==> src/rtl/tmu_pkg.sv <==
`timescale 1ns/1ps
package tmu_pkg;
  localparam int CODE_W = 3;

  typedef enum logic [2:0] {
    OP_EQ   = 3'd0,
    OP_NE   = 3'd1,
    OP_GT   = 3'd2,
    OP_LT   = 3'd3,
    OP_GE   = 3'd4,
    OP_LE   = 3'd5,
    OP_OFFA = 3'd6,
    OP_OFFB = 3'd7
  } op_e;

  typedef enum logic [2:0] {
    BC_ZERO  = 3'd0,
    BC_ONE   = 3'd1,
    BC_ANY   = 3'd2,
    BC_RISE  = 3'd3,
    BC_FALL  = 3'd4,
    BC_BOTH  = 3'd5,
    BC_STILL = 3'd6,
    BC_NEVER = 3'd7
  } bitc_e;
endpackage

==> src/rtl/tmu_cfg_store.sv <==
`timescale 1ns/1ps
module tmu_cfg_store #(
  parameter int PROBE_W = 8
) (
  input  logic                                clk,
  input  logic                                cfg_load_i,
  input  logic [2:0]                          cfg_op_i,
  input  logic [tmu_pkg::CODE_W*PROBE_W-1:0]  cfg_code_i,
  output logic [2:0]                          op_q,
  output logic [tmu_pkg::CODE_W*PROBE_W-1:0]  code_q
);
  localparam int VEC_W = tmu_pkg::CODE_W * PROBE_W;

  logic [2:0]       op_d;
  logic [VEC_W-1:0] code_d;

  always_comb begin
    op_d   = op_q;
    code_d = code_q;
    if (cfg_load_i) begin
      op_d   = cfg_op_i;
      code_d = cfg_code_i;
    end
  end

  // Settings survive reset on purpose: no reset term here.
  always_ff @(posedge clk) begin
    op_q   <= op_d;
    code_q <= code_d;
  end
endmodule

==> src/rtl/tmu_history.sv <==
`timescale 1ns/1ps
module tmu_history #(
  parameter int PROBE_W = 8
) (
  input  logic               clk,
  input  logic               rst_n,
  input  logic [PROBE_W-1:0] probe_i,
  output logic [PROBE_W-1:0] prev_q,
  output logic               pv_q
);
  logic [PROBE_W-1:0] prev_d;
  logic               pv_d;

  always_comb begin
    prev_d = probe_i;
    pv_d   = 1'b1;
  end

  always_ff @(posedge clk or negedge rst_n) begin
    if (!rst_n) begin
      prev_q <= '0;
      pv_q   <= 1'b0;
    end else begin
      prev_q <= prev_d;
      pv_q   <= pv_d;
    end
  end
endmodule

==> src/rtl/tmu_bit_eval.sv <==
`timescale 1ns/1ps
module tmu_bit_eval #(
  parameter int PROBE_W = 8
) (
  input  logic [PROBE_W-1:0]                  cur_i,
  input  logic [PROBE_W-1:0]                  prev_i,
  input  logic                                pv_i,
  input  logic [tmu_pkg::CODE_W*PROBE_W-1:0]  code_i,
  output logic                                all_hit_o,
  output logic [PROBE_W-1:0]                  operand_o
);
  import tmu_pkg::*;

  logic [PROBE_W-1:0] hit;

  for (genvar i = 0; i < PROBE_W; i++) begin : g_bit
    logic [CODE_W-1:0] c;
    logic              h;
    logic              cb;
    logic              pb;

    assign c  = code_i[i*CODE_W +: CODE_W];
    assign cb = cur_i[i];
    assign pb = prev_i[i];

    always_comb begin
      h = 1'b0;
      case (c)
        BC_ZERO:  h = ~cb;
        BC_ONE:   h = cb;
        BC_ANY:   h = 1'b1;
        BC_RISE:  h = pv_i & ~pb & cb;
        BC_FALL:  h = pv_i & pb & ~cb;
        BC_BOTH:  h = pv_i & (pb ^ cb);
        BC_STILL: h = pv_i & ~(pb ^ cb);
        default:  h = 1'b0;
      endcase
    end

    assign hit[i]       = h;
    assign operand_o[i] = (c == BC_ONE);
  end

  assign all_hit_o = &hit;
endmodule

==> src/rtl/tmu_mag_eval.sv <==
`timescale 1ns/1ps
module tmu_mag_eval #(
  parameter int PROBE_W = 8
) (
  input  logic [PROBE_W-1:0] a_i,
  input  logic [PROBE_W-1:0] b_i,
  output logic               gt_o,
  output logic               eq_o,
  output logic               lt_o
);
  localparam int EXT_W = PROBE_W + 1;

  logic [EXT_W-1:0] a_minus_b;
  logic [EXT_W-1:0] b_minus_a;

  assign a_minus_b = {1'b0, a_i} - {1'b0, b_i};
  assign b_minus_a = {1'b0, b_i} - {1'b0, a_i};

  assign lt_o = a_minus_b[PROBE_W];
  assign gt_o = b_minus_a[PROBE_W];
  assign eq_o = ~|a_minus_b;
endmodule

==> src/rtl/trig_match_unit.sv <==
`timescale 1ns/1ps
module trig_match_unit #(
  parameter int PROBE_W = 8
) (
  input  logic                                clk,
  input  logic                                rst_n,
  input  logic [PROBE_W-1:0]                  probe_i,
  input  logic                                cfg_load_i,
  input  logic [2:0]                          cfg_op_i,
  input  logic [tmu_pkg::CODE_W*PROBE_W-1:0]  cfg_code_i,
  output logic                                match_o
);
  import tmu_pkg::*;

  localparam int VEC_W = CODE_W * PROBE_W;

  logic [2:0]         op_q;
  logic [VEC_W-1:0]   code_q;
  logic [PROBE_W-1:0] prev_q;
  logic               pv_q;
  logic               all_hit;
  logic [PROBE_W-1:0] operand;
  logic               mag_gt;
  logic               mag_eq;
  logic               mag_lt;
  logic               match_d;
  logic               match_q;

  tmu_cfg_store #(.PROBE_W(PROBE_W)) u_cfg (
    .clk        (clk),
    .cfg_load_i (cfg_load_i),
    .cfg_op_i   (cfg_op_i),
    .cfg_code_i (cfg_code_i),
    .op_q       (op_q),
    .code_q     (code_q)
  );

  tmu_history #(.PROBE_W(PROBE_W)) u_hist (
    .clk     (clk),
    .rst_n   (rst_n),
    .probe_i (probe_i),
    .prev_q  (prev_q),
    .pv_q    (pv_q)
  );

  tmu_bit_eval #(.PROBE_W(PROBE_W)) u_bits (
    .cur_i     (probe_i),
    .prev_i    (prev_q),
    .pv_i      (pv_q),
    .code_i    (code_q),
    .all_hit_o (all_hit),
    .operand_o (operand)
  );

  tmu_mag_eval #(.PROBE_W(PROBE_W)) u_mag (
    .a_i  (probe_i),
    .b_i  (operand),
    .gt_o (mag_gt),
    .eq_o (mag_eq),
    .lt_o (mag_lt)
  );

  always_comb begin
    match_d = 1'b0;
    case (op_q)
      OP_EQ:   match_d = all_hit;
      OP_NE:   match_d = ~all_hit;
      OP_GT:   match_d = mag_gt;
      OP_LT:   match_d = mag_lt;
      OP_GE:   match_d = mag_gt | mag_eq;
      OP_LE:   match_d = mag_lt | mag_eq;
      default: match_d = 1'b0;
    endcase
  end

  always_ff @(posedge clk or negedge rst_n) begin
    if (!rst_n) match_q <= 1'b0;
    else        match_q <= match_d;
  end

  assign match_o = match_q;
endmodule

==> config.mk <==
export PLATFORM = sky130hd
export DESIGN_NAME = trig_match_unit
export DESIGN_NICKNAME = d
export VERILOG_FILES = /design/src/rtl/tmu_pkg.sv /design/src/rtl/tmu_cfg_store.sv /design/src/rtl/tmu_history.sv /design/src/rtl/tmu_bit_eval.sv /design/src/rtl/tmu_mag_eval.sv /design/src/rtl/trig_match_unit.sv
export SDC_FILE = /design/constraint.sdc
export NUM_CORES = 1
export LEC_CHECK = 0
export BUFFER_PORTS_ARGS = -buffer_cell sky130_fd_sc_hd__buf_2
export CORE_MARGIN = 5
export CORE_UTILIZATION = 35
export DETAILED_ROUTE_END_ITERATION = 8
export MAX_ROUTING_LAYER = met4
export SLEW_MARGIN = 20
export SYNTH_ARGS = -nofsm -noshare
export SYNTH_HDL_FRONTEND = slang
export SYNTH_SLANG_ARGS = --single-unit
==> constraint.sdc <==
create_clock -name clk -period 6.7 [get_ports clk]
set_clock_uncertainty 0.15 [all_clocks]
set_input_delay 0.67 -clock clk [delete_from_list [all_inputs] [get_ports clk]]
set_output_delay 0.67 -clock clk [all_outputs]
set_load 0.05 [all_outputs]
==> results.json, run 1 <==
{
  "clockPowerShare": 0.273,
  "drt-initial-drc-count": 61,
  "hold_violations": 0,
  "tns_ps": 0,
  "start_util": 0.358,
  "die_area_um2": 8720,
  "cts_buffer_depth": 2,
  "tightest_slew_ps": 877,
  "yosys_warnings": 0,
  "dp.cells": 376,
  "r2r_setup_slack_ps": 3930,
  "dpl.hpwl_um": 3850,
  "internal_power_mw": 0.389,
  "stdcell_count": 384,
  "p_sw_frac": 0.278,
  "utilization": 0.412,
  "vias": 1925,
  "r2r-end": "match_o$_DFF_PN0_",
  "period_share": 0.413,
  "synth_area_leaders": "edfxtp_1, dfrtp_1, ha_1, a21oi_1, nand3b_1",
  "cts_hold_buf": 0,
  "grt_pass1_wl_um": 8290,
  "crit_required_ps": 6750,
  "die_w_um": 93.4,
  "clk_root_buffer_cell": "clkbuf_8",
  "path_class": "reg -> reg",
  "r2r_start": "u_cfg.code_q[1]$_DFFE_PP_",
  "num_rows": 30,
  "fin_nets": 345,
  "cp_data_arrival_time_ps": 2820,
  "p_leak_nw": 1.19,
  "grt_pass1_vias": 1861,
  "rr_worst_depth": 11,
  "antenna_found_initial": 0,
  "clkSlewWorstSetupHoldPaths_ps": 70,
  "async_flop_share": 0.270,
  "wirelength_um": 4960,
  "die_height_um": 93.4,
  "netlist_area_um2": 2430,
  "io_buffers": 38,
  "detail_route.first_pass.iterations": 4,
  "cts_tree": "yes",
  "max_freq_mhz": 361,
  "gp_congestion": 0.793,
  "synth_area_leader_cell": "edfxtp_1",
  "rsz0062_at_grt": "no",
  "synth_fp_nets": 302,
  "antenna_cells": 0,
  "slew_headroom": 0.415,
  "p_switching_mw": 0.150,
  "synth_ff_type": "edfxtp_1",
  "maxCapViolCount": 0,
  "cts_sinks": 37,
  "syn2layout_area_growth_pct": 15.1,
  "io_pins": 39,
  "cts_buffers": 5,
  "crit_path_end_kind": "register",
  "postPlaceCellArea_um2": 2720,
  "grt_overflow": 0,
  "status": "finished, final reports clean",
  "yosysTopAreaCellShare": 0.333,
  "cts_setup_buffers": 0,
  "seq_power_share": 0.531,
  "finalCriticalPeriod_ps": 2770,
  "cts_resized": 0,
  "grt.total_usage": 0.124,
  "syn_inst": 244,
  "combPwrFrac": 0.196,
  "drc_errors": 0,
  "setup_viol": 0,
  "yosysSeqAreaShare": 0.436,
  "hold_class": "in -> async",
  "ir_drop_uv": 102,
  "powerDensity_nw_per_um2": 192,
  "core_um2": 6790,
  "wl_per_cell_um": 12.9,
  "final_area_um2": 2800,
  "via_per_inst": 5.01,
  "synth_edf_count": 27,
  "grt_max_degree": 28,
  "clock_latency_ps": 290,
  "drive_gt1_frac": 0.174,
  "cts_max_level": 2,
  "synth_seq_cells": 37,
  "ys_top_cells_by_count": "a21oi_1, edfxtp_1, inv_1",
  "drv_slew": 0,
  "cp-start-kind": "register",
  "syn_area_per_cell_um2": 9.97,
  "critPathMaxFanout": 7,
  "yosys.cell_types.count": 46,
  "antenna_left": 0
}
critical path, stage by stage, from the launching register on:
cell and delay, ps:
edfxtp_1 450, nor2_1 70, and2_1 200, ha_1 200, fa_1 400, nand2b_1 160, a21oi_1 240, nor2b_1 210
a21oi_1 70, nor4_1 210, a41oi_1 150, o211ai_1 190
cells by family after synthesis:
kind of cell	Yosys count	share of synthesized area
adders and majority gates	20	0.106
buffers and inverters	27	0.0478
AOI/OAI and AO/OA	68	0.179
and+or+nand+nor	85	0.208
other	1	0.00154
xor gates and xnor gates	6	0.0216
DFF	37	0.436
area by class of cell:
type	count	area (µm²)
fillers	681	3990
multi-input cells	180	1250
flip-flops and latches	37	1060
repair buffers	38	190
well taps	96	120
inverters	25	93.8
clock buffers	8	80.1
flip-flops by register name, summed over array words and instances, names as in the netlist:
register and count:
match_o 1, u_hist.prev_q 8, u_hist.pv_q 1, u_cfg.op_q 3
u_cfg.code_q 24
per-layer routing:
| layer | vias to the layer above | track usage | share of wire |
|---|---|---|---|
| met5 | - | - | 0 |
| met4 | 0 | 0.0440 | 0.014 |
| met3 | 6 | 0.0257 | 0.041 |
| met2 | 36 | 0.198 | 0.46 |
| met1 | 897 | 0.156 | 0.48 |
| li1 | 986 | - | - |
how the worst max path moves through the flow:
stage / start / end / slack (ps) / cells after the start
floorplan: probe_i[0] / match_o$_DFF_PN0_ / 4150 / 10
global placement: probe_i[0] / match_o$_DFF_PN0_ / 3860 / 11
detailed placement: probe_i[0] / match_o$_DFF_PN0_ / 3720 / 11
CTS: u_cfg.code_q[1]$_DFFE_PP_ / match_o$_DFF_PN0_ / 3900 / 11
global route: u_cfg.code_q[1]$_DFFE_PP_ / match_o$_DFF_PN0_ / 3620 / 11
finish: u_cfg.code_q[1]$_DFFE_PP_ / match_o$_DFF_PN0_ / 3930 / 11
metrics by stage:
| stage | hold slack [ps] | total power [mW] | setup slack, ps |
|---|---|---|---|
| 3_5_place_dp | 429 | 0.397 | 3720 |
| 5_1_grt | 112 | 0.575 | 3620 |
| 4_1_cts | 114 | 0.547 | 3900 |
| 3_3_place_gp | 424 | 0.395 | 3860 |
| 6_report | 113 | 0.538 | 3930 |
| 2_1_floorplan | 224 | 0.360 | 4150 |
power by group through the flow:
| stage | Sequential [mW] | Clock (mW) | Combinational [mW] |
|---|---|---|---|
| 5_1_grt | 0.289 | 0.165 | 0.121 |
| 6_report | 0.286 | 0.147 | 0.106 |
| 3_5_place_dp | 0.291 | 0 | 0.107 |
| 3_3_place_gp | 0.290 | 0 | 0.106 |
| 4_1_cts | 0.286 | 0.154 | 0.107 |
| 2_1_floorplan | 0.287 | 0 | 0.0723 |
placed cells by master, fill, tap and decap left out, drive strengths merged, types with 4 or more instances in the layout:
cell and n:
ha 19, nand3 13, nor2 10, a21oi 27, edfxtp 27, o211ai 8, nand2b 10, clkbuf 8
nand2 8, dfrtp 10, inv 25, buf 38, or2 4, o21ai 10, nand3b 14
No activity file was read; power rests on OpenSTA's default activity.
==> run 2: changes to the inputs <==
ABC_AREA = 1   (was default)
clock period = 2.6 ns   (was 6.7 ns; I/O delays follow)
==> results.json, run 2 <==
{
  "cts_tree": "yes",
  "dp.cells": 518,
  "ys_top_cells_by_count": "nand2_1, inv_1, nand3_1",
  "antenna_found_initial": 0,
  "cts_buffers": 5,
  "syn2layout_area_growth_pct": 26.2,
  "ir_drop_uv": 196,
  "start_util": 0.365,
  "rr_worst_depth": 15,
  "synth_edf_count": 27,
  "min_path_cells": 1,
  "yosys.cell_types.count": 20,
  "io_pins": 39,
  "layout_commonest_cell": "nand2_1",
  "period_share": 0.909,
  "r2r_setup_slack_ps": 240,
  "drc_errors": 0,
  "detail_route.first_pass.iterations": 4,
  "path_class": "reg -> reg",
  "async_flop_share": 0.270,
  "stdcell_count": 557,
  "core_um2": 7330,
  "synth_fp_nets": 440,
  "fin_ws_ps": 236,
  "finalCriticalPeriod_ps": 2360,
  "crit_required_ps": 2630,
  "netlist_area_um2": 2680,
  "vias": 2468,
  "io_buffers": 38,
  "tns_ps": 0,
  "die_w_um": 97.4,
  "synth_area_leaders": "edfxtp_1, nand2_1, dfrtp_1, inv_1, ha_1",
  "maxCapViolCount": 0,
  "syn_area_per_cell_um2": 7.00,
  "status": "finished, final reports clean",
  "die_area_um2": 9490,
  "r2r_start": "u_cfg.code_q[0]$_DFFE_PP_",
  "yosys.cell_count.top_type": "nand2_1",
  "synth_seq_cells": 37,
  "wl_per_cell_um": 10.1,
  "setup_viol": 0,
  "slew_headroom": 0.574,
  "gp_congestion": 0.852,
  "crit_path_end_kind": "register",
  "clkSlewWorstSetupHoldPaths_ps": 70,
  "syn_inst": 382,
  "hold_class": "in -> reg",
  "reg_top3": "u_cfg.code_q (24), u_hist.prev_q (8), u_cfg.op_q (3)",
  "p_leak_nw": 1.76,
  "clock_latency_ps": 290,
  "cp_data_arrival_time_ps": 2390,
  "hold_end": "u_hist.prev_q[5]$_DFF_PN0_",
  "dpl.hpwl_um": 4150,
  "max_freq_mhz": 423,
  "cts_resized": 0,
  "synth_area_leader_cell": "edfxtp_1",
  "powerDensity_nw_per_um2": 446,
  "yosysTopAreaCellShare": 0.303,
  "clk_root_buffer_cell": "clkbuf_8",
  "antenna_cells": 0,
  "wirelength_um": 5650,
  "antenna_left": 0,
  "grt.total_usage": 0.128,
  "grt_overflow": 0,
  "yosysSeqAreaShare": 0.397,
  "via_per_inst": 4.43,
  "fill_cells": 711,
  "cp-start-kind": "register",
  "top_register": "u_cfg.code_q",
  "tightest_slew_ps": 638,
  "rsz0062_at_grt": "no",
  "drv_slew": 0,
  "hold-worst-slack_ps": 9.99,
  "largest_register_ffs": 24,
  "layout_common_cells": "nand2_1, inv_1, buf_2",
  "die_height_um": 97.4,
  "grt_pass1_wl_um": 10000,
  "cts_max_level": 2,
  "hp-start": "probe_i[5]",
  "post-place-ws_ps": 217,
  "synth_ff_type": "edfxtp_1",
  "r2r-end": "match_o$_DFF_PN0_",
  "hold_violations": 0,
  "fin_nets": 515,
  "critPathMaxFanout": 4,
  "grt_pass1_vias": 2426,
  "cts_buffer_depth": 2,
  "drive_gt1_frac": 0.107,
  "grt_max_degree": 28,
  "drt-initial-drc-count": 96,
  "yosys_warnings": 0,
  "cts_sinks": 37,
  "num_rows": 31
}
==> run 2: cell count changes after synthesis, moves of 8 or more <==
cell	change
nand2b_1	-10
a21oi_1	-19
nor2_1	+26
nand3b_1	-11
inv_1	+41
nand2_1	+140
o211ai_1	-8
nand3_1	+24
==> run 2: worst max-delay path by stage <==
stage                                    from           endpoint  slack [ps]
CTS                 u_cfg.code_q[0]$_DFFE_PP_  match_o$_DFF_PN0_         210
floorplan           u_cfg.code_q[0]$_DFFE_PP_  match_o$_DFF_PN0_         400
global placement    u_cfg.code_q[0]$_DFFE_PP_  match_o$_DFF_PN0_         270
finish              u_cfg.code_q[0]$_DFFE_PP_  match_o$_DFF_PN0_         240
global route        u_cfg.code_q[0]$_DFFE_PP_  match_o$_DFF_PN0_           7
detailed placement  u_cfg.code_q[0]$_DFFE_PP_  match_o$_DFF_PN0_         220
==> run 2: report_power, final <==
group          switching, mW  total (mW)  internal, mW  leakage [nW]
logic                  0.204       0.356         0.151          1.34
registers             0.0415       0.726         0.685         0.381
clock network          0.209       0.425         0.217        0.0455
==> run 2: cells by family (layout without fill, tap and decap cells) <==
group | after synthesis | count (layout) | share of synthesized area
adders and majority gates | 20 | 20 | 0.0964
AOI/OAI and AO/OA | 20 | 20 | 0.0398
and+or+nand+nor | 239 | 239 | 0.372
other | 1 | 1 | 0.00140
DFF | 37 | 37 | 0.397
buffers and inverters | 65 | 141 | 0.0940
==> run 2: layer usage <==
| layer | routed length (µm) | global-route usage | up-vias |
|---|---|---|---|
| met4 | 83 | 0.0330 | 0 |
| met3 | 187 | 0.0258 | 9 |
| li1 | - | - | 1352 |
| met1 | 2720 | 0.150 | 1071 |
| met5 | 0 | - | - |
| met2 | 2660 | 0.224 | 36 |
==> run 2: cell type report <==
class                   count  area [µm²]  area share
flip-flops and latches     37        1060       0.314
well taps                  99         124      0.0367
inverters                  64         240      0.0712
multi-input cells         280        1360       0.404
clock buffers               8        90.1      0.0267
repair buffers             69         498       0.148
==> run 2: per-stage QoR <==
stage	area (µm²)	total power, mW	util
after CTS	3370	1.53	0.459
after detailed placement	2980	1.06	0.406
after global routing	3380	1.61	0.460
final	3380	1.51	0.460
after floorplan	2680	0.957	-
after global placement	2980	1.05	0.406
==> run 2: critical path, cell delays in order (launching register included) <==
cell	delay [ps]
edfxtp_1	430
nand2_1	130
nor2_1	80
ha_1	200
fa_1	400
inv_1	90
nand3_1	80
nand2_1	100
nand2_1	50
nand2_1	90
inv_1	50
nand2_1	50
nand2_1	50
o21bai_1	140
a21oi_1	120
nand2_1	60
==> run 2: timing repair <==
item	4_1_cts	5_1_grt
setup buffers	0	1
endpoints found under the setup margin	0	1
hold buffers	30	0
hold endpoints to repair	39	0
